### config.mk
export PLATFORM = sky130hd
export DESIGN_NAME = mdio_mgmt_master
export DESIGN_NICKNAME = d
export VERILOG_FILES = /design/src/rtl/mdio_mgmt_master.sv
export SDC_FILE = /design/constraint.sdc
export NUM_CORES = 1
export LEC_CHECK = 0
export BUFFER_PORTS_ARGS = -buffer_cell sky130_fd_sc_hd__buf_2
export CORE_AREA = 4 4 99 195
export CTS_CLUSTER_SIZE = 28
export DETAILED_ROUTE_END_ITERATION = 16
export DIE_AREA = 0 0 103 199
export GPL_ROUTABILITY_DRIVEN = 0
export GPL_TIMING_DRIVEN = 0
export HOLD_SLACK_MARGIN = 0.08
export PLACE_DENSITY = 0.64
export SLEW_MARGIN = 40
export SYNTH_ARGS = -nofsm -noshare
export SYNTH_HDL_FRONTEND = slang
export SYNTH_SLANG_ARGS = --single-unit
export TNS_END_PERCENT = 10
### constraint.sdc
create_clock -name clk -period 7.2 [get_ports clk]
set_clock_uncertainty 0.05 [all_clocks]
set_input_delay 1.44 -clock clk [delete_from_list [all_inputs] [get_ports clk]]
set_output_delay 1.44 -clock clk [all_outputs]
set_load 0.005 [all_outputs]
### src/rtl/mdio_mgmt_master.sv
module mdio_mgmt_master #(
  parameter int ADDR_W    = 6,
  parameter int DATA_W    = 32,
  parameter int PHASE_W   = 8,
  parameter int PHASE_RST = 10,
  parameter int PRE_LEN   = 32,
  parameter int FRAME_LEN = 32
) (
  input  logic              clk,
  input  logic              rst_n,
  input  logic              csr_we,
  input  logic [ADDR_W-1:0] csr_addr,
  input  logic [DATA_W-1:0] csr_wdata,
  output logic [DATA_W-1:0] csr_rdata,
  output logic              mdc,
  output logic              mdio_o,
  output logic              mdio_oe,
  input  logic              mdio_i
);
  localparam int TOT    = PRE_LEN + FRAME_LEN;
  localparam int IDX_W  = $clog2(TOT);
  localparam int TA_IDX = TOT - 18;
  localparam logic [ADDR_W-1:0] OFF_CMD  = ADDR_W'(8'h00);
  localparam logic [ADDR_W-1:0] OFF_WDAT = ADDR_W'(8'h08);
  localparam logic [ADDR_W-1:0] OFF_RDAT = ADDR_W'(8'h10);
  localparam logic [ADDR_W-1:0] OFF_CLK  = ADDR_W'(8'h18);
  localparam logic [ADDR_W-1:0] OFF_EN   = ADDR_W'(8'h20);

  logic [4:0] c_reg, c_phy;
  logic [1:0] c_op;
  logic [15:0] wdat, rdat, shin;
  logic rd_val, rd_pend, wr_pend, en;
  logic [PHASE_W-1:0] phase, div;
  logic [3:0] smp;
  logic [4:0] smp_hi;
  logic pre_en, idle_f, smp_mode, c45;
  logic mdc_r, is_rd, ta_ok;
  logic [IDX_W-1:0] idx;
  logic [TOT-1:0] sh;

  wire busy    = rd_pend | wr_pend;
  wire tick    = busy && (div == phase);
  wire cmd_wr  = csr_we && (csr_addr == OFF_CMD);
  wire cmd_acc = cmd_wr && en && !busy;
  wire dis_wr  = csr_we && (csr_addr == OFF_EN) && !csr_wdata[0];

  wire [1:0] n_op = csr_wdata[17:16];
  wire       n_rd = c45 ? n_op[1] : n_op[0];
  wire [1:0] n_st = c45 ? 2'b00 : 2'b01;
  wire [1:0] n_oc = c45 ? n_op : (n_rd ? 2'b10 : 2'b01);
  wire [FRAME_LEN-1:0] frame_n = {n_st, n_oc, csr_wdata[12:8], csr_wdata[4:0], 2'b10, wdat};

  logic unused_bits;
  assign unused_bits = ^{csr_wdata[DATA_W-1:25], csr_wdata[23:21], csr_wdata[14], csr_wdata[7:5]};

  assign mdc     = mdc_r;
  assign mdio_o  = busy & sh[TOT-1];
  assign mdio_oe = busy && !(is_rd && idx >= IDX_W'(TA_IDX));

  always_ff @(posedge clk or negedge rst_n) begin
    if (!rst_n) begin
      c_reg <= '0; c_phy <= '0; c_op <= '0;
      wdat <= '0; rdat <= '0; shin <= '0;
      rd_val <= 1'b0; rd_pend <= 1'b0; wr_pend <= 1'b0; en <= 1'b0;
      phase <= PHASE_W'(PHASE_RST); smp <= '0; smp_hi <= '0;
      pre_en <= 1'b1; idle_f <= 1'b0; smp_mode <= 1'b0; c45 <= 1'b0;
      div <= '0; mdc_r <= 1'b0; is_rd <= 1'b0; ta_ok <= 1'b0;
      idx <= '0; sh <= '0;
    end else begin
      if (tick) begin
        div   <= '0;
        mdc_r <= ~mdc_r;
        if (!mdc_r) begin
          if (is_rd && idx == IDX_W'(TA_IDX + 1)) ta_ok <= !mdio_i;
          if (is_rd && idx >  IDX_W'(TA_IDX + 1)) shin  <= {shin[14:0], mdio_i};
        end else if (idx == IDX_W'(TOT - 1)) begin
          rd_pend <= 1'b0;
          wr_pend <= 1'b0;
          if (is_rd) begin
            rdat   <= shin;
            rd_val <= ta_ok;
          end
        end else begin
          idx <= idx + 1'b1;
          sh  <= sh << 1;
        end
      end else if (busy) begin
        div <= div + 1'b1;
      end

      if (csr_we && csr_addr == OFF_WDAT) wdat <= csr_wdata[15:0];
      if (csr_we && csr_addr == OFF_EN)   en   <= csr_wdata[0];
      if (csr_we && csr_addr == OFF_CLK) begin
        phase    <= csr_wdata[PHASE_W-1:0];
        smp      <= csr_wdata[11:8];
        pre_en   <= csr_wdata[12];
        idle_f   <= csr_wdata[13];
        smp_mode <= csr_wdata[15];
        smp_hi   <= csr_wdata[20:16];
        c45      <= csr_wdata[24];
      end

      if (cmd_acc) begin
        c_reg   <= csr_wdata[4:0];
        c_phy   <= csr_wdata[12:8];
        c_op    <= n_op;
        is_rd   <= n_rd;
        rd_pend <= n_rd;
        wr_pend <= !n_rd;
        ta_ok   <= 1'b0;
        shin    <= '0;
        div     <= '0;
        mdc_r   <= 1'b0;
        idx     <= pre_en ? '0 : IDX_W'(PRE_LEN);
        sh      <= pre_en ? {{PRE_LEN{1'b1}}, frame_n} : {frame_n, {PRE_LEN{1'b0}}};
        if (n_rd) rd_val <= 1'b0;
      end

      if (dis_wr) begin
        if (rd_pend) rd_val <= 1'b0;
        rd_pend <= 1'b0;
        wr_pend <= 1'b0;
        mdc_r   <= 1'b0;
        div     <= '0;
      end
    end
  end

  always_comb begin
    csr_rdata = '0;
    case (csr_addr)
      OFF_CMD:  csr_rdata[17:0] = {c_op, 3'b000, c_phy, 3'b000, c_reg};
      OFF_WDAT: csr_rdata[17:0] = {wr_pend, 1'b0, wdat};
      OFF_RDAT: csr_rdata[17:0] = {rd_pend, rd_val, rdat};
      OFF_CLK:  csr_rdata[24:0] = {c45, 3'b000, smp_hi, smp_mode, 1'b0, idle_f, pre_en, smp, phase};
      OFF_EN:   csr_rdata[0]    = en;
      default:  csr_rdata = '0;
    endcase
  end

  p_pend_excl_r9: assert property (@(posedge clk) disable iff (!rst_n)
    !(rd_pend && wr_pend));
  p_idle_mdc_low_r3: assert property (@(posedge clk) disable iff (!rst_n)
    !busy |-> !mdc);
  p_disabled_quiet_r2: assert property (@(posedge clk) disable iff (!rst_n)
    !en |-> !busy);
  p_cmd_hold_r10: assert property (@(posedge clk) disable iff (!rst_n)
    (busy && cmd_wr) |=> $stable({c_op, c_phy, c_reg}));
  p_valid_low_inflight_r7: assert property (@(posedge clk) disable iff (!rst_n)
    rd_pend |-> !rd_val);
endmodule

---- Word level (Yosys, flattened, before mapping) ----
Index checks and enable logic that the tools add are counted.
Widths: inputs -> output; s select.
word-level totals
  word-level logic and storage cells ...... 117
  bits in registers ....................... 166
  output and inout bits ................... 35
  bits of input ports ..................... 42
cells by class
  reduce and logical (&&, ||, !) cells .... 31
  $lt $le $gt $ge ......................... 2
  equality and inequality tests ........... 9
  multiplexer cells ....................... 47
  bitwise operators ....................... 3
  $add $sub $neg .......................... 2
operators by type and width
  operator             number
  $mux 64              5
  $pmux 17 s4          1
  $mux 16              4
  $mux 8               4
  $mux 6               5
  $mux 1               24
  $eq 6x6->1 const B   3
  $eq 6x5->1 const B   2
  $logic_and 1x1->1    12
  $reduce_and 3->1     4
  $reduce_bool 3->1    3
  $add 8x1->8 const B  1
  $eq 8x8->1           1
  $reduce_bool 2->1    4
  $mux 7               1
  $add 6x1->6 const B  1
  $eq 6x4->1 const B   1
  $ge 6x6->1 const B   1
  $gt 6x6->1 const B   1
  $logic_not 6->1      1
  $logic_not 1->1      5
  $pmux 1 s5           1
  $mux 2               2
  $reduce_and 4->1     1
  6 further kinds      6

---- Depth between registers and ports, before layout ----
Gate-level depths: netlist of the first run.
  word-level depth ........................ 8
  gate-level depth with buffers ........... 8
  gate-level depth less buffers ........... 6

---- Worst setup path before layout of the first run ----
OpenSTA, ideal clock, no wires.
  kind .................................... input-to-output
  start ................................... in csr_addr[4]
  end ..................................... out csr_rdata[10]
  arrival ................................. 2.833 ns
  setup slack ............................. 2.877 ns
  data required time ...................... 5.710 ns
  cell stages on the path ................. 5
  buffers on the path ..................... 2
  cells stage by stage .................... clkbuf_1 -> buf_1 -> mux2i_1 -> nor2_1 -> a221o_1
on the way
  cells in the longest elaborated chain, start to end .. 2
  elaborated cells on any way between the ends .. 5
  those cells by class .................... eq/ne: 3; mux: 1; reduce/logical: 1
RTL lines
  what                                RTL line  RTL
  start, declared                     12        input logic [ADDR_W-1:0] csr_addr,
  $eq 6x5->1 (tied with other cells)  131       case (csr_addr)
  $pmux 17 s4 (*)                     131
  end, declared                       14        output logic [DATA_W-1:0] csr_rdata,
Mark *: on every way between the ends. The rest lies on a longest branch, timed or not.

---- Worst setup path in the final report of the first run ----
  start ................................... in csr_addr[4]
  end ..................................... out csr_rdata[16]
Same word-level chain as after synthesis.

==> results_dict.tcl, run 1 <==
set metrics [dict create \
    run_status "complete, no violations" \
    finalWorstSetupSlack_ns 2.11 \
    core.rowCount 69 \
    ys_top_cells_by_area "dfrtp_1 (50%), mux2_2 (7.5%), a31oi_1 (4.6%)" \
    vdd_drop_max_uv 150 \
    ys_warn_count 0 \
    hpwl_um 19200 \
    portBuffers 54 \
    wl_met2_um 13500 \
    via_per_inst 6.10 \
    post_cts_buffers 0 \
    grt_antenna_before_repair 0 \
    clk_latency_ns 0.43 \
    p_per_area_nw_per_um2 256 \
    finalSetupTns_ns 0 \
    fin_nets 933 \
    utilization_pct 52.5 \
    rsz0062_at_grt "no" \
    synth_area_um2 8080 \
    ys_dominant_reg_cell "dfrtp_1" \
    drt_iter0_markers 482 \
    pin_count 77 \
    synthTopCellsByCount "dfrtp_1 (163), o21ai_0 (71), a21oi_1 (69)" \
    critPathKind "in -> out" \
    crit_fanout 10 \
    max_freq_ghz 0.196 \
    ys_ff_latch 166 \
    cts-resized-gates 0 \
    crit_path_top_delay_cell "nor3_2" \
    fill_cells 1651 \
    slew_violations 0 \
    cts.path.max_buffers 2 \
    yosysUniqueCellTypes 52 \
    htree_levels 4 \
    first_pass_iters 7 \
    holdCritPathClass "reg -> reg" \
    top_register "sh" \
    period_needed_ns 5.09 \
    ys_seq_area_share_pct 51.5 \
    cts_hold_buf 0 \
    vias 6800 \
    first_global_vias 7173 \
    largest_register_ff_count 64 \
    grt_overflow 0 \
    diodes 0 \
    async_flop_share_pct 100 \
    path_delay_family "buffers and inverters" \
    yosys.area.top_type "dfrtp_1" \
    wire_per_inst_um 23.0 \
    crit_path_cell_trace "buf_2 -> clkbuf_1 -> nand2_1 -> nor3_2 -> clkbuf_1 -> a222oi_1 -> inv_1 -> buf_2" \
    p_leak_nw 4.16 \
    max_slew.worst_pin.slew_ns 0.821 \
    syn-mean-instance-area_um2 10.1 \
    clk_pin_slew_ns 0.06 \
    critPathLaunchType "input pin" \
    initial_core_util_pct 45.4 \
    crit_buf_inv 5 \
    place_ws_ns 2.11 \
    grt_first_pass_wirelength_um 40400 \
    drive_above_1_share_pct 19.6 \
    hold_viol_final 0 \
    cp.arrival_ns 3.60 \
    setup-violations-final 0 \
    cts_buffers 17 \
    fin_crit_sh_pct 70.7 \
    cts_tree "yes" \
    cts_root_buf "clkbuf_16" \
    yosys.area.top_type_share_pct 50.5 \
    die_width_um 103 \
    drt_wl_total_um 25600 \
    met1Wirelength_um 8850 \
    syn_inst 804 \
    design.core.area_um2 17800 \
    chipHeight_um 199 \
    track_usage_pct 26.5 \
    cts.sinks 166 \
    required_ns 5.71 \
    slew_headroom_pct 45.3 \
    antenna_left 0 \
    grt_max_degree 69 \
    synth_edf_count 0 \
    worstSetupEndpointType "output port" \
    top_layer "met4" \
    met3_length_um 1380 \
    dieArea_um2 20500 \
    maxCapViolCount 0 \
    max_stage_delay_ns 0.58 \
    syn_to_final_growth_pct 15.5 \
    drcViolationCount 0 \
    synth_most_common_cell "dfrtp_1" \
]
==> worst paths after layout <==
| path | endpoint | slack [ns] | startpoint | cells past startpoint |
|---|---|---|---|---|
| setup / recovery | csr_rdata[16] | 2.11 | csr_addr[4] | 8 |
| hold / removal | c_reg[0]$_DFFE_PN0N_ | 0.43 | c_reg[0]$_DFFE_PN0N_ | 2 |
| setup reg to reg | sh[63]$_DFFE_PN0P_ | 4.51 | idx[0]$_DFFE_PN0P_ | 7 |
| hold reg to reg | c_reg[0]$_DFFE_PN0N_ | 0.43 | c_reg[0]$_DFFE_PN0N_ | 2 |
| max in group asynchronous | phase[1]$_DFFE_PN1P_ | 5.51 | rst_n | 2 |
| min in group asynchronous | smp_hi[4]$_DFFE_PN0P_ | 0.86 | rst_n | 1 |
==> layout by cell type (no fill, tap or decap), drive strengths merged, types with 2 or more instances in the layout <==
cell type and instances:
mux2i 35, nor3 34, buf 80, inv 7
nand3 39, and3 7, nor2 46, o211ai 2
xnor2 3, a211oi 2, xor2 14, clkinv 2
nand4 11, nand2b 2, clkbuf 76, nor3b 2
or2 3, and2 7, mux2 54, clkinvlp 3
a221o 11, nand2 59, dfrtp 163, o31ai 2
nor4 2, a22o 2, dfstp 3, o21ai 71
a31oi 60, bufinv 3, ha 3, a21oi 69
conb 10
==> cells by family (layout without fill, tap and decap cells) <==
family	count (synthesis)	count (layout)	synth area share [%]
buffers and inverters	83	171	4.58
DFF	166	166	51.5
other	1	10	0.0464
AOI/OAI and AO/OA	227	227	16.5
xor gates and xnor gates	17	17	1.84
and+or+nand+nor	218	218	13.2
muxes	89	89	11.9
adders and majority gates	3	3	0.465
==> power by group <==
group	switching, mW	internal [mW]
registers	0.100	1.04
logic	0.157	0.120
clock network	0.391	0.576
total	0.648	1.74
==> area by class of cell <==
cell class                      instances  area [µm²]  area share, %
Clock inverter                         10         144           1.54
Multi-Input combinational cell        564        3590           38.4
Sequential cell                       166        4160           44.5
Buffer                                 78         352           3.77
Inverter                                5        18.8          0.201
Clock buffer                           22         474           5.08
Timing Repair Buffer                   56         335           3.59
Tap cell                              213         267           2.86
==> metal layers <==
metal,vias up,global-route usage [%]
li1,3071,-
met1,3343,28.2
met2,287,45.8
met3,99,4.91
met4,0,18.3
met5,-,0
==> through the flow <==
step           std cells  hold slack [ns]  area (µm²)  total power, mW
4_1_cts             1114            0.430        9330             2.40
6_report            1114            0.428        9330             2.39
3_5_place_dp        1082            0.413        8720             1.43
2_1_floorplan        813            0.395        8110             1.31
3_3_place_gp        1080            0.407        8650             1.42
5_1_grt             1114            0.461        9330             2.48
==> tightest hold or removal path, cell delays in order (launching register included) <==
cell and delay (ns):
dfrtp_1 0.34, nand2_1 0.05, nand2_1 0.06
No activity file was read; power rests on OpenSTA's default activity.
==> run 2: changes to the inputs <==
--- a/config.mk
+++ b/config.mk
@@ -5,15 +5,16 @@
 export SDC_FILE = /design/constraint.sdc
 export NUM_CORES = 1
 export LEC_CHECK = 0
+export ABC_AREA = 1
 export BUFFER_PORTS_ARGS = -buffer_cell sky130_fd_sc_hd__buf_2
-export CORE_AREA = 4 4 99 195
+export CORE_AREA = 4 4 99 194
 export CTS_CLUSTER_SIZE = 28
 export DETAILED_ROUTE_END_ITERATION = 16
-export DIE_AREA = 0 0 103 199
+export DIE_AREA = 0 0 103 198
 export GPL_ROUTABILITY_DRIVEN = 0
 export GPL_TIMING_DRIVEN = 0
 export HOLD_SLACK_MARGIN = 0.08
-export PLACE_DENSITY = 0.64
+export PLACE_DENSITY = 0.63
 export SLEW_MARGIN = 40
 export SYNTH_ARGS = -nofsm -noshare
 export SYNTH_HDL_FRONTEND = slang
==> constraint.sdc (replaced) <==
create_clock -name clk -period 5.25 [get_ports clk]
set_clock_uncertainty 0.05 [all_clocks]
set_input_delay 1.05 -clock clk [delete_from_list [all_inputs] [get_ports clk]]
set_output_delay 1.05 -clock clk [all_outputs]
set_load 0.005 [all_outputs]
==> results_dict.tcl, run 2 <==
set metrics [dict create \
    run_status "complete, no violations" \
    period_needed_ns 3.95 \
    synth_fa_ha_area_share_pct 0.469 \
    r2r_cells 8 \
    synth_area_um2 8010 \
    via_per_inst 5.34 \
    chipHeight_um 198 \
    hold-path-cell-count 2 \
    hold_viol_final 0 \
    core.rowCount 69 \
    setup-violations-final 0 \
    grt_use_met3_pct 4.34 \
    r2r_end "sh[51]$_DFFE_PN0P_" \
    vias 7080 \
    reg2reg_slack_ns 2.88 \
    wire_per_inst_um 18.0 \
    finalWorstSetupSlack_ns 1.30 \
    drt_iter0_markers 360 \
    fin_nets 1144 \
    worstSetupEndpointType "output port" \
    track_usage_pct 24.9 \
    cts.path.max_buffers 2 \
    timing.rr.start "wr_pend$_DFFE_PN0P_" \
    required_ns 4.15 \
    p_per_area_nw_per_um2 319 \
    grt_first_pass_wirelength_um 38300 \
    cts_hold_buf 0 \
    maxCapViolCount 0 \
    antenna_left 0 \
    vdd_drop_max_uv 195 \
    ys_ff_latch 166 \
    yosysUniqueCellTypes 38 \
    cts_buffers 17 \
    synthXorXnorAreaFrac_pct 0.547 \
    finalSetupTns_ns 0 \
    min_to "sh[26]$_DFFE_PN0P_" \
    synth-compound-area-share_pct 15.8 \
    async_flop_share_pct 100 \
    final_cells 1325 \
    ys_dominant_reg_cell "dfrtp_1" \
    post_cts_buffers 0 \
    fin_crit_sh_pct 75.2 \
    utilization_pct 51.8 \
    p_leak_nw 4.54 \
    clk_latency_ns 0.44 \
    final_common_cell "nand2_1" \
    die_width_um 103 \
    ys_warn_count 0 \
    critPathKind "in -> out" \
    use_met2_pct 42.6 \
    ys_seq_area_share_pct 51.9 \
    busiest_layer "met2" \
    grt_max_degree 63 \
    syn_inst 1013 \
    use_met1_pct 27.3 \
    first_global_vias 7093 \
    design.core.area_um2 17800 \
    grt_overflow 0 \
    pin_count 77 \
    place_ws_ns 1.30 \
    synthTopCellsByCount "nand2_1 (314), dfrtp_1 (163), o21ai_0 (147)" \
    syn_to_final_growth_pct 15.1 \
    max_freq_ghz 0.253 \
    initial_core_util_pct 45.0 \
    top_register "sh" \
    worstHoldStart "sh[26]$_DFFE_PN0P_" \
    cts-resized-gates 0 \
    syn-mean-instance-area_um2 7.91 \
    drcViolationCount 0 \
    ys_top_cells_by_area "dfrtp_1 (51%), nand2_1 (15%), o21ai_0 (9.2%)" \
    yosys.area_share.simple_pct 22.3 \
    cts_tree "yes" \
    cts.sinks 166 \
    diodes 0 \
    portBuffers 56 \
    dp_cells 1293 \
    slew_headroom_pct 54.9 \
    place_area_um2 8660 \
    clk_pin_slew_ns 0.07 \
    hpwl_um 18600 \
    yosys.area.top_type_share_pct 50.9 \
    htree_levels 4 \
    largest_register_ff_count 64 \
    cp.arrival_ns 2.85 \
    first_pass_iters 5 \
    synth_edf_count 0 \
    drt_wl_total_um 23900 \
    max_slew.worst_pin.slew_ns 0.677 \
    crit_fanout 10 \
    most-common-layout-cells "nand2_1 (314), dfrtp_1 (163), o21ai_0 (147)" \
    grt_antenna_before_repair 0 \
    slew_violations 0 \
    rsz0062_at_grt "no" \
    critPathLaunchType "input pin" \
    synth_top_family_by_area "simple AND/OR/NAND/NOR gates" \
    design_area_um2 9220 \
    dieArea_um2 20400 \
    holdCritPathClass "reg -> reg" \
    synth_most_common_cell "nand2_1" \
    synth_mux_area_share_pct 0 \
    yosys.area.top_type "dfrtp_1" \
    cts_root_buf "clkbuf_16" \
    drive_above_1_share_pct 12.8 \
]
==> run 2: changes by cell type in the layout (fill, tap and decap cells not counted), sizes merged, moves of 25 or more <==
cell	before	now
nand3	39	64
clkbuf	76	45
mux2i	35	0
o21ai	71	175
mux2	54	0
a21oi	69	27
nor3	34	1
a31oi	60	2
nand2	59	317
inv	7	108
==> run 2: layout make-up <==
cell class | instances | area (µm²)
tap | 213 | 267
inverter | 102 | 383
clock buffer | 17 | 425
timing repair buffer | 58 | 345
fill | 1750 | 8570
clock inverter | 15 | 136
multi-input combinational | 691 | 3170
sequential | 166 | 4160
buffer | 63 | 335
==> run 2: worst max-delay path, stage by stage <==
cell	delay, ns
buf_2	0.09
nor2_1	0.23
nand2_1	0.08
nor2_1	0.14
nand2_1	0.28
inv_2	0.23
buf_2	0.28
a22oi_1	0.12
o221ai_1	0.15
buf_2	0.18
==> run 2: routing by layer <==
metal,part of all wire (%),routed length [µm]
met1,36,8630
met2,52,12500
met3,4.0,952
met4,7.7,1830
met5,0,0
==> run 2: where the power goes <==
| part | total [mW] | leakage (nW) | internal, mW | switching (mW) |
|---|---|---|---|---|
| registers | 1.41 | 2.19 | 1.35 | 0.0624 |
| logic | 0.325 | 2.07 | 0.105 | 0.220 |
| clock network | 1.20 | 0.277 | 0.624 | 0.579 |
==> run 2: kinds of logic after synthesis <==
kind of cell	count (synthesis)
AND/OR/NAND/NOR	439
AO/OA/AOI/OAI	234
flip-flops	166
buffers and inverters	165
XOR/XNOR	5
adder cells (fa/ha/maj)	3
other	1
==> run 2: through the flow <==
stage               power (mW)  hold slack, ns
floorplan                 1.61           0.392
global placement          1.75           0.404
detailed placement        1.76           0.409
CTS                       2.96           0.426
global route              3.08           0.446
finish                    2.94           0.425
==> run 2: worst max path at each step <==
stage | slack (ns) | startpoint | depth (start not counted) | endpoint
after floorplan | 2.11 | csr_addr[1] | 8 | csr_rdata[10]
after global placement | 0.38 | rst_n | 1 | shin[13]$_DFFE_PN0P_
after detailed placement | 1.30 | csr_addr[1] | 10 | csr_rdata[4]
after CTS | 1.30 | csr_addr[1] | 10 | csr_rdata[4]
after global routing | 1.12 | csr_addr[1] | 10 | csr_rdata[4]
final | 1.30 | csr_addr[1] | 10 | csr_rdata[4]
